## config.mk

```make
export PLATFORM = sky130hd
export DESIGN_NAME = pit_array
export DESIGN_NICKNAME = d
export VERILOG_FILES = /design/src/rtl/pit_array_pkg.sv /design/src/rtl/pit_channel.sv /design/src/rtl/pit_flags.sv /design/src/rtl/pit_bus.sv /design/src/rtl/pit_array.sv
export SDC_FILE = /design/constraint.sdc
export NUM_CORES = 1
export LEC_CHECK = 0
export ABC_AREA = 1
export BUFFER_PORTS_ARGS = -buffer_cell sky130_fd_sc_hd__buf_2
export CAP_MARGIN = 20
export CELL_PAD_IN_SITES_DETAIL_PLACEMENT = 0
export CELL_PAD_IN_SITES_GLOBAL_PLACEMENT = 1
export CORE_ASPECT_RATIO = 0.75
export CORE_MARGIN = 5
export CORE_UTILIZATION = 35
export DETAILED_ROUTE_END_ITERATION = 8
export GPL_ROUTABILITY_DRIVEN = 0
export PLACE_DENSITY_LB_ADDON = 0.1
export SETUP_SLACK_MARGIN = 0.02
export SYNTH_ARGS = -nofsm -noshare
export SYNTH_HDL_FRONTEND = slang
export SYNTH_HIERARCHICAL = 1
export SYNTH_SLANG_ARGS = --single-unit
```

## constraint.sdc

```tcl
create_clock -name clk_i -period 1.7 [get_ports clk_i]
set_input_delay 0 -clock clk_i [delete_from_list [all_inputs] [get_ports clk_i]]
set_output_delay 0 -clock clk_i [all_outputs]
set_load 0.05 [all_outputs]
```

## src/rtl/pit_array_pkg.sv

```systemverilog
package pit_array_pkg;
  typedef enum logic [1:0] {
    SEL_CTRL  = 2'd0,
    SEL_LOAD  = 2'd1,
    SEL_COUNT = 2'd2,
    SEL_NONE  = 2'd3
  } reg_sel_e;

  localparam int CTRL_RUN_BIT = 0;
  localparam int CTRL_IE_BIT  = 1;
endpackage

```

## src/rtl/pit_channel.sv

```systemverilog
module pit_channel #(
  parameter int CNT_W  = 24,
  parameter bit HAS_IE = 1'b1
) (
  input  logic             clk_i,
  input  logic             rst_ni,
  input  logic             ctrl_we_i,
  input  logic             run_wr_i,
  input  logic             ie_wr_i,
  input  logic             load_we_i,
  input  logic [CNT_W-1:0] load_wr_i,
  output logic             run_o,
  output logic             ie_o,
  output logic [CNT_W-1:0] load_o,
  output logic [CNT_W-1:0] cnt_o,
  output logic             expire_o,
  output logic             pulse_o
);
  logic             run_q, pulse_q, ie_q, start;
  logic [CNT_W-1:0] load_q, cnt_q;

  assign start    = ctrl_we_i && run_wr_i && !run_q;
  assign expire_o = run_q && (cnt_q == '0);

  always_ff @(posedge clk_i or negedge rst_ni) begin
    if (!rst_ni) run_q <= 1'b0;
    else if (ctrl_we_i) run_q <= run_wr_i;
  end

  always_ff @(posedge clk_i or negedge rst_ni) begin
    if (!rst_ni) load_q <= '0;
    else if (load_we_i) load_q <= load_wr_i;
  end

  // start and reload both take the stored start value
  always_ff @(posedge clk_i or negedge rst_ni) begin
    if (!rst_ni)       cnt_q <= '0;
    else if (start)    cnt_q <= load_q;
    else if (expire_o) cnt_q <= load_q;
    else if (run_q)    cnt_q <= cnt_q - 1'b1;
  end

  always_ff @(posedge clk_i or negedge rst_ni) begin
    if (!rst_ni) pulse_q <= 1'b0;
    else pulse_q <= expire_o;
  end

  generate
    if (HAS_IE) begin : g_ie
      always_ff @(posedge clk_i or negedge rst_ni) begin
        if (!rst_ni) ie_q <= 1'b0;
        else if (ctrl_we_i) ie_q <= ie_wr_i;
      end
    end else begin : g_no_ie
      logic unused_ie;
      assign unused_ie = ie_wr_i;
      assign ie_q = 1'b0;
    end
  endgenerate

  assign run_o   = run_q;
  assign ie_o    = ie_q;
  assign load_o  = load_q;
  assign cnt_o   = cnt_q;
  assign pulse_o = pulse_q;

  AST_RELOAD: assert property (@(posedge clk_i) disable iff (!rst_ni)
    expire_o |=> (cnt_q == $past(load_q)));
  AST_DECR: assert property (@(posedge clk_i) disable iff (!rst_ni)
    (run_q && cnt_q != '0) |=> (cnt_q == $past(cnt_q) - 1'b1));
  AST_FREEZE: assert property (@(posedge clk_i) disable iff (!rst_ni)
    (!run_q && !start) |=> $stable(cnt_q));
  AST_START_LOAD: assert property (@(posedge clk_i) disable iff (!rst_ni)
    start |=> (cnt_q == $past(load_q)));
  AST_PULSE_GAP: assert property (@(posedge clk_i) disable iff (!rst_ni)
    (pulse_q && cnt_q != '0) |=> !pulse_q);
endmodule

```

## src/rtl/pit_flags.sv

```systemverilog
module pit_flags #(
  parameter int N = 5
) (
  input  logic         clk_i,
  input  logic         rst_ni,
  input  logic [N-1:0] set_i,
  input  logic         clr_we_i,
  input  logic [N-1:0] clr_mask_i,
  output logic [N-1:0] flag_o
);
  logic [N-1:0] flag_q, clr;

  assign clr = clr_we_i ? clr_mask_i : '0;

  // set wins over a same-cycle clear
  always_ff @(posedge clk_i or negedge rst_ni) begin
    if (!rst_ni) flag_q <= '0;
    else flag_q <= (flag_q & ~clr) | set_i;
  end

  assign flag_o = flag_q;

  AST_FLAG_STICKY: assert property (@(posedge clk_i) disable iff (!rst_ni)
    (|(flag_q & ~clr)) |=> ((flag_q & $past(flag_q & ~clr)) == $past(flag_q & ~clr)));
  AST_FLAG_CLEAR: assert property (@(posedge clk_i) disable iff (!rst_ni)
    (|(clr & ~set_i)) |=> ((flag_q & $past(clr & ~set_i)) == '0));
endmodule

```

## src/rtl/pit_bus.sv

```systemverilog
module pit_bus
  import pit_array_pkg::*;
#(
  parameter int N_CH   = 11,
  parameter int N_INT  = 5,
  parameter int CNT_W  = 24,
  parameter int DATA_W = 32,
  parameter int ADDR_W = 6
) (
  input  logic                       we_i,
  input  logic [ADDR_W-1:0]          addr_i,
  input  logic [N_CH-1:0]            run_i,
  input  logic [N_CH-1:0]            ie_i,
  input  logic [N_CH-1:0][CNT_W-1:0] load_i,
  input  logic [N_CH-1:0][CNT_W-1:0] cnt_i,
  input  logic [N_INT-1:0]           flag_i,
  output logic [DATA_W-1:0]          rdata_o,
  output logic [N_CH-1:0]            ctrl_we_o,
  output logic [N_CH-1:0]            load_we_o,
  output logic                       flag_we_o
);
  localparam int CH_AW = ADDR_W - 2;

  logic [CH_AW-1:0] ch_idx;
  reg_sel_e         sel;

  assign ch_idx = addr_i[ADDR_W-1:2];
  assign sel    = reg_sel_e'(addr_i[1:0]);

  always_comb begin
    ctrl_we_o = '0;
    load_we_o = '0;
    flag_we_o = 1'b0;
    rdata_o   = '0;
    for (int i = 0; i < N_CH; i++) begin
      if (ch_idx == CH_AW'(i)) begin
        unique case (sel)
          SEL_CTRL: begin
            ctrl_we_o[i] = we_i;
            rdata_o      = DATA_W'({ie_i[i], run_i[i]});
          end
          SEL_LOAD: begin
            load_we_o[i] = we_i;
            rdata_o      = DATA_W'(load_i[i]);
          end
          SEL_COUNT: rdata_o = DATA_W'(cnt_i[i]);
          default:   rdata_o = '0;
        endcase
      end
    end
    if (ch_idx == '1 && sel == SEL_CTRL) begin
      flag_we_o = we_i;
      rdata_o   = DATA_W'(flag_i);
    end
  end
endmodule

```

## src/rtl/pit_array.sv

```systemverilog
module pit_array
  import pit_array_pkg::*;
#(
  parameter int CNT_W  = 24,
  parameter int N_IRQ  = 4,
  parameter int N_DMA  = 4,
  parameter int N_ADC  = 2,
  parameter int DATA_W = 32
) (
  input  logic                           clk_i,
  input  logic                           rst_ni,
  input  logic                           bus_we_i,
  input  logic [$clog2(2+N_IRQ+N_DMA+N_ADC)+1:0] bus_addr_i,
  input  logic [DATA_W-1:0]              bus_wdata_i,
  output logic [DATA_W-1:0]              bus_rdata_o,
  output logic                           wake_o,
  output logic                           irq_o,
  output logic [N_DMA-1:0]               dma_trig_o,
  output logic [N_ADC-1:0]               adc_trig_o
);
  localparam int N_INT  = 1 + N_IRQ;
  localparam int N_CH   = N_INT + N_DMA + N_ADC;
  localparam int CH_AW  = $clog2(N_CH + 1);
  localparam int ADDR_W = CH_AW + 2;
  localparam int DMA_LO = N_INT;
  localparam int ADC_LO = N_INT + N_DMA;

  logic [N_CH-1:0]            run, ie, expire, pulse, ctrl_we, load_we;
  logic [N_CH-1:0][CNT_W-1:0] load_v, cnt_v;
  logic [N_INT-1:0]           flag;
  logic                       flag_we;
  logic                       unused_wdata;

  assign unused_wdata = ^bus_wdata_i[DATA_W-1:CNT_W];

  generate
    for (genvar i = 0; i < N_CH; i++) begin : g_ch
      pit_channel #(
        .CNT_W (CNT_W),
        .HAS_IE(i < N_INT)
      ) u_ch (
        .clk_i    (clk_i),
        .rst_ni   (rst_ni),
        .ctrl_we_i(ctrl_we[i]),
        .run_wr_i (bus_wdata_i[CTRL_RUN_BIT]),
        .ie_wr_i  (bus_wdata_i[CTRL_IE_BIT]),
        .load_we_i(load_we[i]),
        .load_wr_i(bus_wdata_i[CNT_W-1:0]),
        .run_o    (run[i]),
        .ie_o     (ie[i]),
        .load_o   (load_v[i]),
        .cnt_o    (cnt_v[i]),
        .expire_o (expire[i]),
        .pulse_o  (pulse[i])
      );
    end
  endgenerate

  pit_flags #(.N(N_INT)) u_flags (
    .clk_i     (clk_i),
    .rst_ni    (rst_ni),
    .set_i     (expire[N_INT-1:0]),
    .clr_we_i  (flag_we),
    .clr_mask_i(bus_wdata_i[N_INT-1:0]),
    .flag_o    (flag)
  );

  pit_bus #(
    .N_CH  (N_CH),
    .N_INT (N_INT),
    .CNT_W (CNT_W),
    .DATA_W(DATA_W),
    .ADDR_W(ADDR_W)
  ) u_bus (
    .we_i     (bus_we_i),
    .addr_i   (bus_addr_i),
    .run_i    (run),
    .ie_i     (ie),
    .load_i   (load_v),
    .cnt_i    (cnt_v),
    .flag_i   (flag),
    .rdata_o  (bus_rdata_o),
    .ctrl_we_o(ctrl_we),
    .load_we_o(load_we),
    .flag_we_o(flag_we)
  );

  assign wake_o     = flag[0] & ie[0];
  assign irq_o      = |(flag[N_INT-1:1] & ie[N_INT-1:1]);
  assign dma_trig_o = pulse[DMA_LO +: N_DMA];
  assign adc_trig_o = pulse[ADC_LO +: N_ADC];
endmodule

```

; ---- Word level (Yosys, flattened, before mapping)
; Cells that the tools add are included.
; W data, S select, Z words.
[classes]
bitwise = 5
n_eq_ne = 13
reduce_logical = 70
addsub = 11
n_mux = 82
[ops]
columns = cell, count
row1 = $mux W24, 33
row2 = $pmux W24 S3, 11
row3 = $mux W32, 12
row4 = $logic_not A24 Y1, 11
row5 = $sub A24 B1 Y24 const B, 11
row6 = $logic_and A1 B1 Y1, 34
row7 = $reduce_bool A3 Y1, 11
row8 = $mux W1, 25
row9 = $eq A4 B3 Y1 const B, 4
row10 = $eq A4 B4 Y1 const B, 4
row11 = $logic_not A1 Y1, 11
row12 = $eq A4 B2 Y1 const B, 2
row13 = $and A5 B5 Y5, 1
row14 = $mux W5, 1
row15 = $not A5 Y5, 1
row16 = $or A5 B5 Y5, 1
row17 = $and A4 B4 Y4, 1
row18 = $eq A4 B1 Y1 const B, 1
row19 = $logic_not A4 Y1, 1
row20 = $reduce_or A4 Y1, 1
row21 = $eq A2 B1 Y1 const B, 1
row22 = $eq A2 B2 Y1 const B, 1
row23 = $logic_not A2 Y1, 1
row24 = $and A1 B1 Y1, 1
[word_totals]
inputBits = 41
output_inout_bits = 40
regBits = 555

; ---- Logic depth before layout (Yosys ltp)
; Gate-level depths: netlist of the first run.
[logic_depth]
depth_word = 14
ltp_mapped = 20

; ---- Cells and area by module
; Netlist of the first run, hierarchy kept.
[by_module_without_submodules]
columns = module, area_per_inst_um2, instances, cells_each, seq_area_each_um2
row1 = pit_channel (g_ch[0].u_ch ...), 2907.8, 5, 415, 1276.2
row2 = pit_channel (g_ch[10].u_ch ...), 2904.0, 5, 419, 1251.2
row3 = pit_bus, 5367.6, 1, 1040, 0.0
row4 = pit_channel (g_ch[9].u_ch), 2942.8, 1, 419, 1251.2
row5 = pit_flags, 200.2, 1, 25, 125.1
row6 = pit_array, 86.3, 1, 17, 0.0

; ---- Least setup slack after synthesis of the first run
; OpenSTA, ideal clock, no wires.
[synth_path]
path_kind = input port to flip-flop
start = input port bus_addr_i[0]
end = register g_ch[9].u_ch.cnt_q[16]
arrival_time_ns = 2.076
path_buffers = 6
setup_time_ns = 0.065
cell_stages = 15
slack_ns = -0.441
path_cell_list = buf_6 > nor2_2 > buf_2 > buf_1 > nand2_1 > clkbuf_1 > nor2_1 > nand3_2 > inv_1 > nor2_1 > inv_1 > buf_2 > buf_2 > nand3_1 > nand2_1
[synth_between]
elab_chain_cells = 6
elab_cells_between_ends = 7
[synth_rtl]
columns = element, line
row1 = from (decl), pit_array.sv:13  ; input logic [$clog2(2+N_IRQ+N_DMA+N_ADC)+1:0] bus_addr_i,
row2 = $logic_not A2 Y1 (*), pit_bus.sv:37  ; unique case (sel)
row3 = $mux W1 (*), pit_bus.sv:37
row4 = $mux W1 (*), pit_bus.sv:36  ; if (ch_idx == CH_AW'(i)) begin
row5 = net ctrl_we[9], pit_array.sv:28  ; logic [N_CH-1:0] run, ie, expire, pulse, ctrl_we, load_we;
row6 = $logic_and A1 B1 Y1 (*) (2 in a row), pit_channel.sv:22  ; assign start = ctrl_we_i && run_wr_i && !run_q;
row7 = $reduce_bool A3 Y1 (no line) or $mux W24 (tied branches), n/a
row8 = to (signal assigned), pit_channel.sv:38  ; else if (start) cnt_q <= load_q;
row9 = to (signal assigned), pit_channel.sv:39  ; else if (expire_o) cnt_q <= load_q;
row10 = to (signal assigned), pit_channel.sv:40  ; else if (run_q) cnt_q <= cnt_q - 1'b1;
row11 = to (decl), pit_channel.sv:20  ; logic [CNT_W-1:0] load_q, cnt_q;
; The timed path passes the listed nets; every way through them passes the cells marked *.
; A chain may end at the register's enable or synchronous reset.

; ---- Worst setup path after layout of the first run
[layout_path]
start = register g_ch[2].u_ch.load_q[3]
end = output port bus_rdata_o[3]
[layout_between]
elab_chain_cells = 11
[layout_rtl]
columns = element, line
row1 = from (decl), pit_channel.sv:20
row2 = from (signal assigned), pit_channel.sv:32  ; else if (load_we_i) load_q <= load_wr_i;
row3 = $pmux W24 S3, pit_bus.sv:37
row4 = $mux W32 (9 in a row), pit_bus.sv:36
row5 = $mux W32, pit_bus.sv:51  ; if (ch_idx == '1 && sel == SEL_CTRL) begin
row6 = to (decl), pit_array.sv:15  ; output logic [DATA_W-1:0] bus_rdata_o,
; Every way passes these cells.

==> results of run 1 <==
-- report_power, final --
| group | internal, W | switching, W | leakage (nW) |
|---|---|---|---|
| clock network | 0.00881 | 0.00652 | 1.13 |
| logic | 0.0170 | 0.0236 | 18.1 |
| registers | 0.0173 | 0.00477 | 6.46 |
-- final cells by class --
| class | instances | area [sq um] | share of cell area |
|---|---|---|---|
| Multi-Input combinational cell | 4271 | 22100 | 0.432 |
| Sequential cell | 555 | 13900 | 0.272 |
| Timing Repair Buffer | 979 | 8860 | 0.173 |
| Inverter | 574 | 2230 | 0.0436 |
| Clock buffer | 99 | 2030 | 0.0397 |
| Tap cell | 1431 | 1790 | 0.0350 |
| Clock inverter | 25 | 240 | 0.00469 |
| Antenna cell | 1 | 2.50 | 0.0000489 |
-- what timing repair did --
action | in CTS | in global routing
hold endpoints to repair | 832 | 0
setup endpoints to repair | 275 | 294
gates resized for setup | 418 | 307
pin swaps | 154 | 191
gates cloned | 8 | 5
setup buffers | 31 | 29
hold buffers | 26 | 0
-- sequential cells by signal (all words and copies together) (netlist names) --
| register | cells |
|---|---|
| g_ch.u_ch/load_o | 264 |
| g_ch.u_ch/ie_o | 5 |
| g_ch.u_ch/run_o | 11 |
| u_flags/flag_o | 5 |
| g_ch.u_ch/pulse_o | 6 |
| g_ch.u_ch/cnt_o | 264 |
-- how the worst min path moves through the flow --
stage / start / to / slack (ns) / cells after the start
2_1_floorplan: rst_ni / g_ch[0].u_ch/cnt_o[0] / -0.30 / 0
3_3_place_gp: rst_ni / g_ch[0].u_ch/ie_o / -0.02 / 1
3_5_place_dp: rst_ni / g_ch[3].u_ch/cnt_o[4] / -0.02 / 1
4_1_cts: bus_we_i / g_ch[5].u_ch/run_o / 0.0008 / 6
5_1_grt: bus_we_i / g_ch[5].u_ch/run_o / 0.06 / 6
6_report: bus_we_i / g_ch[5].u_ch/run_o / 0.04 / 6
-- through the flow --
step	total power (W)	setup slack, ns	setup TNS [ns]
5_1_grt	0.0832	-1.08	-66.38
6_report	0.0780	-1.01	-39.59
3_3_place_gp	0.0584	-1.11	-161.98
4_1_cts	0.0758	-1.04	-32.01
2_1_floorplan	0.0402	-0.250	-61.29
3_5_place_dp	0.0584	-1.14	-166.79
-- worst reg2reg max path, delay by kind of cell, from the launching register on --
| kind | cells | cell delay (ns) |
|---|---|---|
| buffers and inverters | 7 | 0.68 |
| DFF | 1 | 0.45 |
| and+or+nand+nor | 8 | 0.66 |
| adders and majority gates | 1 | 0.11 |
-- cell usage in the layout, fill, tap and decap left out, types with 72 or more instances in the layout --
cell type,count
nor2_1,351
buf_12,88
a221o_1,72
o21ai_1,92
o21ai_0,291
inv_1,520
nor2_2,111
dfrtp_1,517
nand3_1,454
buf_4,757
clkbuf_16,75
nand2_1,1963
a21oi_1,73
nand2_2,215
nand4_1,115
-- routing by layer --
| layer | up-vias | part of all wire | global-route usage |
|---|---|---|---|
| met5 | - | 0.00076 | 0.00661 |
| met4 | 6 | 0.026 | 0.0771 |
| met3 | 210 | 0.11 | 0.0919 |
| met2 | 1751 | 0.37 | 0.381 |
| met1 | 19800 | 0.49 | 0.482 |
| li1 | 19800 | - | - |
==> metrics.md, run 1 <==
| Metric | Value |
|---|---|
| Buffers and inverters on the worst path | `1` |
| Crit path from | `g_ch[2].u_ch/load_o[3]` |
| Reg2Reg Depth | `16` |
| Fill cell count | `roughly 11000` |
| Syn Area/Cell | `around 6.6 sq um` |
| Pins Over Slew Limit | `0` |
| Startpoint Class | `register` |
| Final min period | `2.71 ns` |
| Final Hold Vio Count | `0` |
| Type of the worst setup path | `reg2out` |
| Reg-to-Reg End | `g_ch[1].u_ch/cnt_o[8]` |
| Setup ws final | `-1.01 ns` |
| DRT Wirelength | `177000 microns` |
| Slowest stage cell, crit path | `dfrtp_1` |
| CTS Buf Count | `69` |
| CP Max Fanout | `2` |
| Crit. End Element | `output port` |
| Slew margin rel. | `0.430` |
| Clk slew on worst S/H paths | `0.06 ns` |
| Synthesized instance count | `5666` |
| R2R setup slack | `-0.32 ns` |
| CP Depth | `9` |
| Power Dens Cells | `1520 mW/mm^2` |
| Via density | `5.24` |
| Yosys warns | `6` |
| Finished Cell Area | `0.0512 sq mm` |
| Clk_skew | `0.0292 ns` |
| Placed instance count | `7716` |
| Placed cell areas | `0.0454 sq mm` |
| Worst path cell trace | `nand2_1, a21oi_2, nor4_4, nand3_2, a211oi_4, nand3_2, a21oi_2, nand2_2, buf_12` |
| DR DRC count | `0` |
| VDD IR max | `0.000847 V` |
| First-pass GRT wire length | `257000 microns` |
| Fmax | `0.370 GHz` |
| Post-route core utilization | `0.479` |
| Cell area after synthesis | `0.0375 sq mm` |
| Drt wl/cell | `22.3 microns` |
| Period utilization | `1.59` |
| Global route overflow | `0` |
| Starting Density | `0.351` |
| Die area | `0.114 sq mm` |
| Worst hold path type | `in2reg` |
| Die Wd | `388 microns` |
| Share of cells above drive strength 1 | `0.276` |
| Total GRT Usage | `0.301` |
| Initial antenna violation count | `4` |
| Setup Viol. Count Final | `around 230` |
| Clk sink count | `555` |
| Worst slew pin tran | `0.855 ns` |
| Failing checks | `setup timing` |
| Number of global-route vias before repair | `37900` |
| # rows | `104` |
| Reg2reg start | `g_ch[1].u_ch/cnt_o[1]` |
| Routed Antenna Nets | `0` |
| Max-Cap Viols | `0` |
| Layout area overhead | `36.5%` |
| Die height | `294 microns` |
| First-pass DRT Iterations | `6` |
| Drt initial violations | `roughly 4800` |
| Core Region | `0.107 sq mm` |
| Clk Latency, worst-skew pair | `0.67 ns` |
| CTS tree | `done` |
| Crit path max-delay family | `simple AND/OR/NAND/NOR gates` |
| RSZ-0062 raised after global routing | `yes` |
| Worst setup path endpoint | `bus_rdata_o[3]` |
| IO Pins | `around 80` |
| Via count | `41500` |
| Largest net degree at the start of global routing | `69` |
| # port buffers | `64` |
| Maximum clock path buffer count | `3` |
| Fin nets | `6513` |
| Max incr delay on CP | `~0.42 ns` |
| Hold_ws | `0.0406 ns` |
| DPL Wire Length | `131000 microns` |
| Status | `finished, violations left` |
| Data arrival time of the critical path | `2.71 ns` |
| Htree depth | `3` |
| Post-Layout Cell Count | `7935` |
| Lkg Pwr | `25.7 nW` |
| Root Driver | `clkbuf_16` |
| CP required | `1.70 ns` |
Power figures use the tool's default switching activity.
==> run 2, diff against run 1 <==
CAP_MARGIN = not set   (was 20)
PLACE_DENSITY_LB_ADDON = 0.3   (was 0.1)
SYNTH_HIERARCHICAL = not set   (was 1)
==> run 2 against run 1 <==
The run still ends with setup timing left. Core utilization up 5.6 points. Worst setup slack better by 0.046 ns. Routed wire length down 13%. Area after synthesis down 13%. Power down 9.8%. Count of clock-buffer cells in the layout down 8. Via count down 11%. Non-clock buffer count up 364. First-iteration DRC count down 6.9%. Largest power group unchanged.
==> metrics.md, run 2 <==
| Metric | Value |
|---|---|
| # rows | `97` |
| Maximum clock path buffer count | `3` |
| Drt wl/cell | `22.4 microns` |
| Setup ws final | `-0.960 ns` |
| Status | `finished, violations left` |
| Data arrival time of the critical path | `about 2.7 ns` |
| Share of cells above drive strength 1 | `0.377` |
| Placed instance count | `6576` |
| Synth Flop Type | `dfrtp_1` |
| RSZ-0062 raised after global routing | `yes` |
| Die height | `275 microns` |
| Syn Area/Cell | `7.42 sq um` |
| Via count | `37100` |
| Most common cell in the netlist | `nand2_1` |
| CTS tree | `done` |
| Clk sink count | `between 500 and 600` |
| Finished Cell Area | `0.0499 sq mm` |
| Clk_skew | `0.0237 ns` |
| Initial antenna violation count | `9` |
| Slowest stage cell, crit path | `o21ai_0` |
| Final Hold Vio Count | `0` |
| Synth cell count leaders | `944 x nand2_1, 776 x o21ai_0, 555 x dfrtp_1` |
| Ranking of synthesized cells by area | `dfrtp_1 42%, o21ai_0 12%, nand2_1 11%, inv_1 5.1%, xor2_1 4.5%` |
| Final min period | `2.66 ns` |
| Reg2Reg Depth | `14` |
| Largest net degree at the start of global routing | `98` |
| First-pass DRT Iterations | `6` |
| Core Region | `0.0932 sq mm` |
| Setup Viol. Count Final | `300` |
| Buffers and inverters on the worst path | `3` |
| Slew margin rel. | `0.258` |
| Synthesized instance count | `approximately 4400` |
| Placed cell areas | `approximately 0.043 sq mm` |
| Cell area after synthesis | `between 0.03 and 0.04 sq mm` |
| First-pass GRT wire length | `223000 microns` |
| Reg2reg start | `g_ch[3].u_ch.cnt_o[0]` |
| Startpoint Class | `register` |
| Count of cell types in the netlist | `46` |
| #FFs+latches synth | `555` |
| Starting Density | `0.352` |
| Most frequent cells in the layout | `1112 x buf_4, 776 x nand2_1, 551 x dfrtp_1` |
| DR DRC count | `0` |
| Root Driver | `clkbuf_16` |
| Layout area overhead | `52.1%` |
| Fmax | `~0.38 GHz` |
| Crit. End Element | `output port` |
| Hold_ws | `roughly 0.043 ns` |
| Seq/Total Area, Yosys | `0.423` |
| Worst hold path type | `in2async` |
| Clk slew on worst S/H paths | `around 0.060 ns` |
| Via density | `5.39` |
| Max-Cap Viols | `0` |
| Power Dens Cells | `1410 mW/mm^2` |
| Max incr delay on CP | `0.86 ns` |
| # port buffers | `64` |
| Htree depth | `3` |
| Number of global-route vias before repair | `34000` |
| Routed Antenna Nets | `0` |
| Yosys warns | `0` |
| Clk Latency, worst-skew pair | `0.64 ns` |
| Commonest non-fill, non-tap cell in the layout | `buf_4` |
| Crit path max-delay family | `compound AO/OA/AOI/OAI gates` |
| Drt initial violations | `~4400` |
| Reg-to-Reg End | `g_ch[3].u_ch.cnt_o[14]` |
| Post-Layout Cell Count | `approximately 7000` |
| R2R setup slack | `-0.53 ns` |
| Period utilization | `1.56` |
| Worst slew pin tran | `1.10 ns` |
| IO Pins | `81` |
| Share of synthesized registers carrying an async set or reset | `1.00` |
| DRT Wirelength | `154000 microns` |
| Failing checks | `setup timing` |
| Total GRT Usage | `0.297` |
| Pins Over Slew Limit | `0` |
| Die area | `roughly 0.1 sq mm` |
| VDD IR max | `between 0.0007 and 0.0008 V` |
| Area leader, netlist | `dfrtp_1` |
| Die Wd | `364 microns` |
| Type of the worst setup path | `reg2out` |
| Post-synth top area share | `0.423` |
| Pre-CTS setup slack | `-0.969 ns` |
| Worst path cell trace | `buf_4, inv_1, o21ai_0, o21ai_2, nand2_1, nand2_2, a21oi_4, buf_6` |
| Post-route core utilization | `0.536` |
| CP required | `around 1.7 ns` |
| Post-synth EDFFs | `0` |
| CTS Buf Count | `66` |
| Lkg Pwr | `23.4 nW` |
| Global route overflow | `0` |
| Fin nets | `5649` |
| DPL Wire Length | `108000 microns` |
| CP Max Fanout | `3` |
run 2: logic make-up after synthesis:
kind of cell	count (synthesis)	share of synthesized area
compound gates	1333	0.225
xor+xnor	175	0.0467
other cells	1	0.000114
flops	555	0.423
simple gates	1616	0.206
buf+inv	734	0.0947
fa+ha+maj	11	0.00419
run 2: area by class of cell:
type                       count  area, sq um
inverter                     478         1910
clock inverter                21          322
multi-input combinational   3143        18700
sequential                   555        13900
clock buffer                  91         1880
timing repair inverter        10          100
tap                         1237         1550
antenna                        6         15.0
fill                        8789        43300
timing repair buffer        1343        11600
run 2: repair_timing:
action | in CTS | in global routing
buffers inserted | 71 | 82
cloned | 13 | 13
resized for setup | 464 | 417
hold endpoints to repair | 739 | 0
pin swaps | 161 | 208
setup endpoints to repair | 298 | 303
hold buffers | 26 | 0
run 2: how the worst max path moves through the flow:
| stage | endpoint | slack [ns] | cells past startpoint | start |
|---|---|---|---|---|
| after floorplan | g_ch[6].u_ch.cnt_o[1] | -0.32 | 12 | g_ch[6].u_ch.cnt_o[1] |
| after global placement | bus_rdata_o[5] | -0.94 | 19 | bus_addr_i[0] |
| after detailed placement | bus_rdata_o[5] | -0.97 | 19 | bus_addr_i[0] |
| after CTS | bus_rdata_o[21] | -0.97 | 19 | g_ch[0].u_ch.cnt_o[21] |
| after global routing | bus_rdata_o[9] | -1.0 | 17 | g_ch[0].u_ch.cnt_o[9] |
| final | bus_rdata_o[9] | -0.96 | 8 | g_ch[8].u_ch.cnt_o[9] |
run 2: metrics by stage:
stage	setup TNS, ns	power (W)
floorplan	-30.75	0.0342
global placement	-176.87	0.0496
detailed placement	-185.78	0.0500
CTS	-98.25	0.0672
global route	-146.04	0.0743
finish	-113.16	0.0703
run 2: per-layer routing:
| layer | wire length (microns) | part of all wire | vias to the layer above | global-route usage |
|---|---|---|---|---|
| li1 | - | - | 17200 | - |
| met1 | 71800 | 0.46 | 17900 | 0.460 |
| met2 | 59800 | 0.39 | 1784 | 0.398 |
| met3 | 18400 | 0.12 | 211 | 0.0851 |
| met4 | 4380 | 0.028 | 0 | 0.0772 |
| met5 | 0 | 0 | - | 0 |
run 2: worst min-delay path, delay by kind of cell:
| family | cells | cell delay, ns |
|---|---|---|
| buffers and inverters | 3 | 1.01 |
run 2: power breakdown:
part | switching, W | total, W | internal [W]
logic | 0.0190 | 0.0357 | 0.0167
registers | 0.00277 | 0.0196 | 0.0168
clock network | 0.00623 | 0.0150 | 0.00880
